$ cat config.mk
export PLATFORM = sky130hd
export DESIGN_NAME = bus_xcvr
export DESIGN_NICKNAME = d
export VERILOG_FILES = /design/src/rtl/bus_xcvr_pkg.sv /design/src/rtl/xcvr_store.sv /design/src/rtl/xcvr_od_drv.sv /design/src/rtl/bus_xcvr.sv
export SDC_FILE = /design/constraint.sdc
export NUM_CORES = 1
export LEC_CHECK = 0
export ABC_AREA = 0
export BUFFER_PORTS_ARGS = -buffer_cell sky130_fd_sc_hd__buf_4
export CAP_MARGIN = 30
export CORE_MARGIN = 2
export CORE_UTILIZATION = 45
export DETAILED_ROUTE_END_ITERATION = 12
export GPL_TIMING_DRIVEN = 0
export PLACE_DENSITY = 0.75
export REMOVE_ABC_BUFFERS = 1
export SYNTH_ARGS = -nofsm -noshare
export SYNTH_HDL_FRONTEND = slang
export SYNTH_HIERARCHICAL = 1
export SYNTH_SLANG_ARGS = --single-unit
$ cat constraint.sdc
create_clock -name clk -period 1 [get_ports clk]
set_input_delay 0.05 -clock clk [delete_from_list [all_inputs] [get_ports clk]]
set_output_delay 0.05 -clock clk [all_outputs]
set_load 0.005 [all_outputs]
$ cat src/rtl/bus_xcvr_pkg.sv
package bus_xcvr_pkg;
   typedef enum logic [1:0] {
      XM_BUF   = 2'b00,
      XM_REG   = 2'b01,
      XM_LATCH = 2'b10,
      XM_BUF_B = 2'b11
   } xfer_mode_t;
endpackage

$ cat src/rtl/xcvr_store.sv
module xcvr_store
   import bus_xcvr_pkg::*;
#(
   parameter int WIDTH = 8
) (
   input  logic             clk,
   input  logic             rst,
   input  logic [1:0]       mode,
   input  logic             ctl,
   input  logic [WIDTH-1:0] src,
   output logic [WIDTH-1:0] dst
);
   localparam logic [WIDTH-1:0] CLEAR = '0;

   xfer_mode_t       mode_e;
   logic             ctl_q;
   logic             ctl_rise;
   logic [WIDTH-1:0] held;
   logic [WIDTH-1:0] pick;

   assign mode_e   = xfer_mode_t'(mode);
   assign ctl_rise = ctl & ~ctl_q;

   always_ff @(posedge clk) begin
      if (rst) begin
         held  <= CLEAR;
         ctl_q <= 1'b0;
      end else begin
         ctl_q <= ctl;
         case (mode_e)
            XM_REG:   if (ctl_rise) held <= src;
            XM_LATCH: if (ctl) held <= src;
            default:  ;
         endcase
      end
   end

   always_comb begin
      case (mode_e)
         XM_REG:   pick = held;
         XM_LATCH: pick = ctl ? src : held;
         default:  pick = src;
      endcase
   end

   assign dst = ~pick;

   // no capture without a sampled rising control edge
   p_reg_hold_r2: assert property (@(posedge clk) disable iff (rst)
      (mode_e == XM_REG && !ctl_rise) |=> $stable(held));
   // capture on the rising edge
   p_reg_capture_r2: assert property (@(posedge clk) disable iff (rst)
      (mode_e == XM_REG && ctl_rise) |=> held == $past(src));
   // latch tracks source while enabled
   p_latch_follow_r3: assert property (@(posedge clk) disable iff (rst)
      (mode_e == XM_LATCH && ctl) |=> held == $past(src));
   // latch holds while disabled
   p_latch_hold_r3: assert property (@(posedge clk) disable iff (rst)
      (mode_e == XM_LATCH && !ctl) |=> $stable(held));
endmodule

$ cat src/rtl/xcvr_od_drv.sv
module xcvr_od_drv #(
   parameter int WIDTH = 8
) (
   input  logic             en_hi,
   input  logic             en_lo_n,
   input  logic [WIDTH-1:0] val,
   output logic [WIDTH-1:0] pull
);
   logic drive;
   assign drive = en_hi & ~en_lo_n;

   for (genvar i = 0; i < WIDTH; i++) begin : g_line
      assign pull[i] = drive & ~val[i];
   end
endmodule

$ cat src/rtl/bus_xcvr.sv
module bus_xcvr
   import bus_xcvr_pkg::*;
#(
   parameter int WIDTH = 8
) (
   input  logic             clk,
   input  logic             rst,
   input  logic [WIDTH-1:0] a_in,
   output logic [WIDTH-1:0] a_out,
   input  logic             a_oe,
   input  logic [WIDTH-1:0] b_line,
   output logic [WIDTH-1:0] b_pull,
   input  logic             b_oe,
   input  logic             b_oe_n,
   input  logic [1:0]       mode_ab,
   input  logic [1:0]       mode_ba,
   input  logic             ctl_ab,
   input  logic             ctl_ba,
   input  logic             loopback
);
   localparam logic [WIDTH-1:0] IDLE_A = '0;

   if (WIDTH < 1) begin : g_bad_width
      $error("bus_xcvr: WIDTH must be at least 1");
   end

   logic [WIDTH-1:0] ab_val;
   logic [WIDTH-1:0] ba_src;
   logic [WIDTH-1:0] ba_val;

   xcvr_store #(.WIDTH(WIDTH)) u_ab (
      .clk (clk), .rst (rst), .mode (mode_ab), .ctl (ctl_ab),
      .src (a_in), .dst (ab_val)
   );

   assign ba_src = loopback ? a_in : b_line;

   xcvr_store #(.WIDTH(WIDTH)) u_ba (
      .clk (clk), .rst (rst), .mode (mode_ba), .ctl (ctl_ba),
      .src (ba_src), .dst (ba_val)
   );

   xcvr_od_drv #(.WIDTH(WIDTH)) u_bdrv (
      .en_hi (b_oe), .en_lo_n (b_oe_n), .val (ab_val), .pull (b_pull)
   );

   assign a_out = a_oe ? ba_val : IDLE_A;

   // B bus untouched unless both enables agree
   p_b_quiet_r6: assert property (@(posedge clk) disable iff (rst)
      !(b_oe && !b_oe_n) |-> b_pull == '0);
   // loopback buffer path returns inverted A input
   p_loop_buf_r8: assert property (@(posedge clk) disable iff (rst)
      (a_oe && loopback && (mode_ba == 2'b00 || mode_ba == 2'b11)) |-> a_out == ~a_in);
endmodule

Yosys cells after proc, flatten, opt, wreduce, memory -nomap -nowiden
Index checks and enable logic that the tools add are counted.

word-level totals
  word-level logic and storage cells = 48
  register bits after elaboration = 18
  input port bits = 28

cells by class
  reduce and logical (&&, ||, !) cells = 4
  equality and inequality tests = 6
  mux-type cells = 10
  bitwise gates (word level) = 24

operators by type and width
  operator              number
  $pmux W8 S2           4
  $mux W8               6
  $not A8 Y8            2
  $and A1 B1 Y1         11
  $not A1 Y1            11
  $eq A2 B1 Y1 const B  2
  $eq A2 B2 Y1 const B  2
  $ne A2 B1 Y1 const B  2
  $reduce_and A2 Y1     2
  $reduce_bool A2 Y1    2

Logic depth before layout (Yosys ltp)
  depth in word-level cells = 5
  mapped depth = 6

Cells and area by module
Netlist, hierarchy kept.

by module, submodules not included
  module       sequential area each (um2)  area each (um2)  times used  cells each
  xcvr_store   180.2                       514.2            2           54
  bus_xcvr     0.0                         181.4            1           17
  xcvr_od_drv  0.0                         111.4            1           9

Least setup slack after synthesis
No wires, ideal clock.

  path kind = input port to output port
  from = input mode_ba[0]
  to = output a_out[0]
  path slack = 0.036 ns
  required time = 0.950 ns
  data arrival time = 0.914 ns
  stages = 5
  path through = inv_1 -> ha_1 -> a21o_1 -> a22oi_1 -> and2_1

on the way
  cells in the longest elaborated chain, start to end = 4
  elaborated cells between the ends (all ways) = 5
  those cells by class = 2 x eq/ne; 2 x mux; 1 x bitwise

ends and longest elaborated chain
  element                                       RTL line          source
  start, declared                               bus_xcvr.sv:16    input logic [1:0] mode_ba,
  $eq A2 B2 Y1 or $eq A2 B1 Y1 (tied branches)  xcvr_store.sv:39  case (mode_e)
  $pmux W8 S2 *                                 xcvr_store.sv:39
  $not A8 Y8 *                                  xcvr_store.sv:46  assign dst = ~pick;
  via ba_val[0]                                 bus_xcvr.sv:29    logic [WIDTH-1:0] ba_val;
  $mux W8 *                                     bus_xcvr.sv:47    assign a_out = a_oe ? ba_val : IDLE_A;
  end, declared                                 bus_xcvr.sv:9     output logic [WIDTH-1:0] a_out,

The timed path passes the listed nets; every way through them passes the cells marked *.

Final worst setup path
  from = input mode_ab[0]
  to = output b_pull[5]

on the way
  cells in the longest elaborated chain, start to end = 5
  elaborated cells between the ends (all ways) = 6
  those cells by class = 2 x eq/ne; 1 x mux; 3 x bitwise

ends and longest elaborated chain
  element                                       RTL line           source
  start, declared                               bus_xcvr.sv:15     input logic [1:0] mode_ab,
  $eq A2 B2 Y1 or $eq A2 B1 Y1 (tied branches)  xcvr_store.sv:39
  $pmux W8 S2 *                                 xcvr_store.sv:39
  $not A8 Y8 *                                  xcvr_store.sv:46
  via ab_val[5]                                 bus_xcvr.sv:27     logic [WIDTH-1:0] ab_val;
  $not A1 Y1 *                                  xcvr_od_drv.sv:13  assign pull[i] = drive & ~val[i];
  $and A1 B1 Y1 *                               xcvr_od_drv.sv:13
  end, declared                                 bus_xcvr.sv:12     output logic [WIDTH-1:0] b_pull,

Marks and branches as above.

==> out/results.tsv <==
stage	metric	value	unit
sta	Worst slew margin	81.4	%
sta	final count of pins violating max slew	0	
sta	Final WS setup	-0.121	ns
sta	final setup vio count	16	
sta	Total Neg Setup Slack	-1.57	ns
sta	ratio of final minimum period to clock period	112	%
synthesis	Netlist cell types	16	
die	DIE WIDTH	58.2	µm
clocking	CTS tree	done	
clocking	H-tree depth	1	
die	initial core utilization	47.5	%
clocking	CTS hold repair buffers	0	
layout	commonest non-fill, non-tap cell in the layout	buf_4	
worst_setup_path	crit-path max cell delay	0.17	ns
pwr	P_leak	0.770	nW
die	die height	58.2	µm
worst_setup_path	critical setup path kind	input port to output pin	
worst_setup_path	CP endpoint kind	output pin	
layout	nets	212	
die	die area	0.00339	mm²
global_route	total grt overflow	0	
sta	Slew @ Worst Pin	0.279	ns
die	Rows	19	
worst_setup_path	crit path max-delay cell type	nor3b_2	
sta	clock skew	0.00550	ns
layout	share of cells above drive strength 1	55.3	%
synthesis	#FFs+latches synth	18	
die	core area	0.00278	mm²
detailed_routing	vias	1101	
placement	Final HPWL DP	2170	µm
clocking	clock buffer depth	2	
placement	Post-DP Area	0.00163	mm²
global_route	global-route wire length before repair	4960	µm
synthesis	Cell Area, Synth	0.00132	mm²
detailed_routing	DRT iter0 DRCs	17	
global_route	vias in the first global route	1152	
detailed_routing	Via density	5.24	
die	IO Count	44	
global_route	GRT Resource Usage Total	18.7	%
synthesis	register area share after synthesis	27.3	%
detailed_routing	final wirelength	2990	µm
layout	Finished Cell Area	0.00192	mm²
outcome	failing checks	negative setup slack	
pwr	VDD IR max	0.675	mV
layout	ANT cells	0	
sta	min cycle time layout	1.12	ns
global_route	initial antenna violation count	0	
sta	highest clock rate	892	MHz
clocking	clock root buffer	clkbuf_4	
synthesis	Mapped Cells	134	
clocking	Clock Latency Late Sink	0.29	ns
sta	final hold vios	0	
layout	final cell count without fillers	210	
global_route	largest net degree at the start of global routing	35	
detailed_routing	First-pass DRT Iterations	4	
synthesis	YS warnings	6	
outcome	outcome	complete, but fails checks	
synthesis	syn_area_per_cell	9.86	µm²
sta	RSZ-0062 raised after global routing	yes	
detailed_routing	DRC Markers	0	
layout	commonest cells after routing, fill and taps aside	42 x buf_4, 32 x nand2b_1, 16 x mux2i_1, 16 x dfxtp_1, 12 x a22oi_2	
worst_setup_path	crit-path cells	buf_8 -> inv_4 -> ha_4 -> nand2b_4 -> a21oi_4 -> buf_12 -> a22oi_2 -> nor3b_2 -> buf_4	
placement	placed cell count	202	
min_path	Worst Hold Class	input port to flip-flop	
layout	Area growth syn-to-layout	45.3	%
clocking	CTS Buf Count	3	
flow_run	max-cap viol count	0	
worst_setup_path	worst path required time	0.95	ns
worst_setup_path	crit-path max FO	8	
placement	# port buffers	43	
pwr	Design Power	1.91	mW
placement	Placer Congestion	0.690	
worst_setup_path	critical path arrival	1.07	ns
detailed_routing	antenna-violating nets left	0	
clocking	clock sinks	18	
pwr	pwr/cell area	997	mW/mm²
worst_setup_path	kind of start point of the critical path	input port	
detailed_routing	wire length per cell	14.2	µm
clocking	Worst-path clk slew	0.11	ns
==> registers in the layout, indices dropped and copies added, names as in the netlist <==
| name | count |
|---|---|
| u_ab/held | 8 |
| u_ab/ctl_q | 1 |
| u_ba/held | 8 |
| u_ba/ctl_q | 1 |
==> routing by layer <==
| metal | share of wire, % | wire length (µm) | global-route usage [%] | vias up |
|---|---|---|---|---|
| li1 | - | - | - | 556 |
| met1 | 45 | 1330 | 22.4 | 513 |
| met2 | 50 | 1490 | 34.4 | 30 |
| met3 | 5.3 | 157 | 2.90 | 2 |
| met4 | 0.37 | 11 | 4.65 | 0 |
| met5 | 0 | 0 | 0 | - |
==> power by group <==
| group | internal [mW] | switching [mW] | total [mW] |
|---|---|---|---|
| clock network | 0.221 | 0.238 | 0.459 |
| logic | 0.394 | 0.278 | 0.673 |
| registers | 0.758 | 0.0238 | 0.782 |
==> critical path, delay by kind of cell <==
kind                     cells  cell delay (ns)
AND/OR/NAND/NOR              2             0.23
AO/OA/AOI/OAI                2             0.20
adder cells (fa/ha/maj)      1             0.15
buffers and inverters        4             0.43
==> kinds of logic (layout without fill, tap and decap cells) <==
kind of cell / after synthesis / after routing / synth area share [%]
adder cells (fa/ha/maj): 4 / 4 / 3.79
multiplexers: 24 / 24 / 21.2
AO/OA/AOI/OAI: 22 / 22 / 13.1
buffers and inverters: 12 / 57 / 5.68
flip-flops: 18 / 18 / 27.3
AND/OR/NAND/NOR: 54 / 54 / 29.0
==> Yosys cell counts <==
library cell / instances / area share [%]
nand2b_1: 34 / 16
dfxtp_1: 18 / 27
a22oi_1: 16 / 9.1
mux2i_1: 16 / 12
and2_1: 8 / 3.8
mux2_4: 8 / 9.1
nor3b_2: 8 / 7.6
inv_1: 6 / 1.7
buf_6: 4 / 3.4
ha_1: 4 / 3.8
a21o_1: 2 / 1.1
a21oi_2: 2 / 1.3
clkbuf_1: 2 / 0.57
nand2_1: 2 / 0.57
nor2b_1: 2 / 0.95
o211a_1: 2 / 1.5
==> stage by stage <==
step | utilization (%) | hold slack (ns) | worst slack [ns]
detailed placement | 58.6 | 0.300 | -0.330
global route | 69.0 | 0.0441 | -0.184
CTS | 68.2 | 0.0107 | -0.117
global placement | 58.6 | 0.285 | -0.295
finish | 69.0 | 0.0169 | -0.121
floorplan | - | 0.122 | 0.0359
==> timing repair <==
item	CTS	global route
pin swaps	29	9
buffers inserted	2	2
gates cloned	0	0
endpoints found under the setup margin	32	24
resized for setup	47	2
==> path summary, 6_finish.rpt <==
check | cells past startpoint | slack [ns] | start | end
max | 9 | -0.12 | mode_ab[0] | b_pull[5]
min | 2 | 0.02 | ctl_ba | u_ba/ctl_q
max reg2reg | 3 | 0.06 | u_ab/ctl_q | u_ab/held[7]
min reg2reg | 2 | 0.48 | u_ba/held[4] | u_ba/held[4]
==> final cells by class <==
class / instances / area, µm²
inverters: 6 / 30.0
multi-input cells: 104 / 1060
well taps: 31 / 38.8
flip-flops and latches: 18 / 363
fillers: 218 / 862
clock buffers: 4 / 36.3
repair buffers: 47 / 395
No activity file was read; power rests on OpenSTA's default activity.
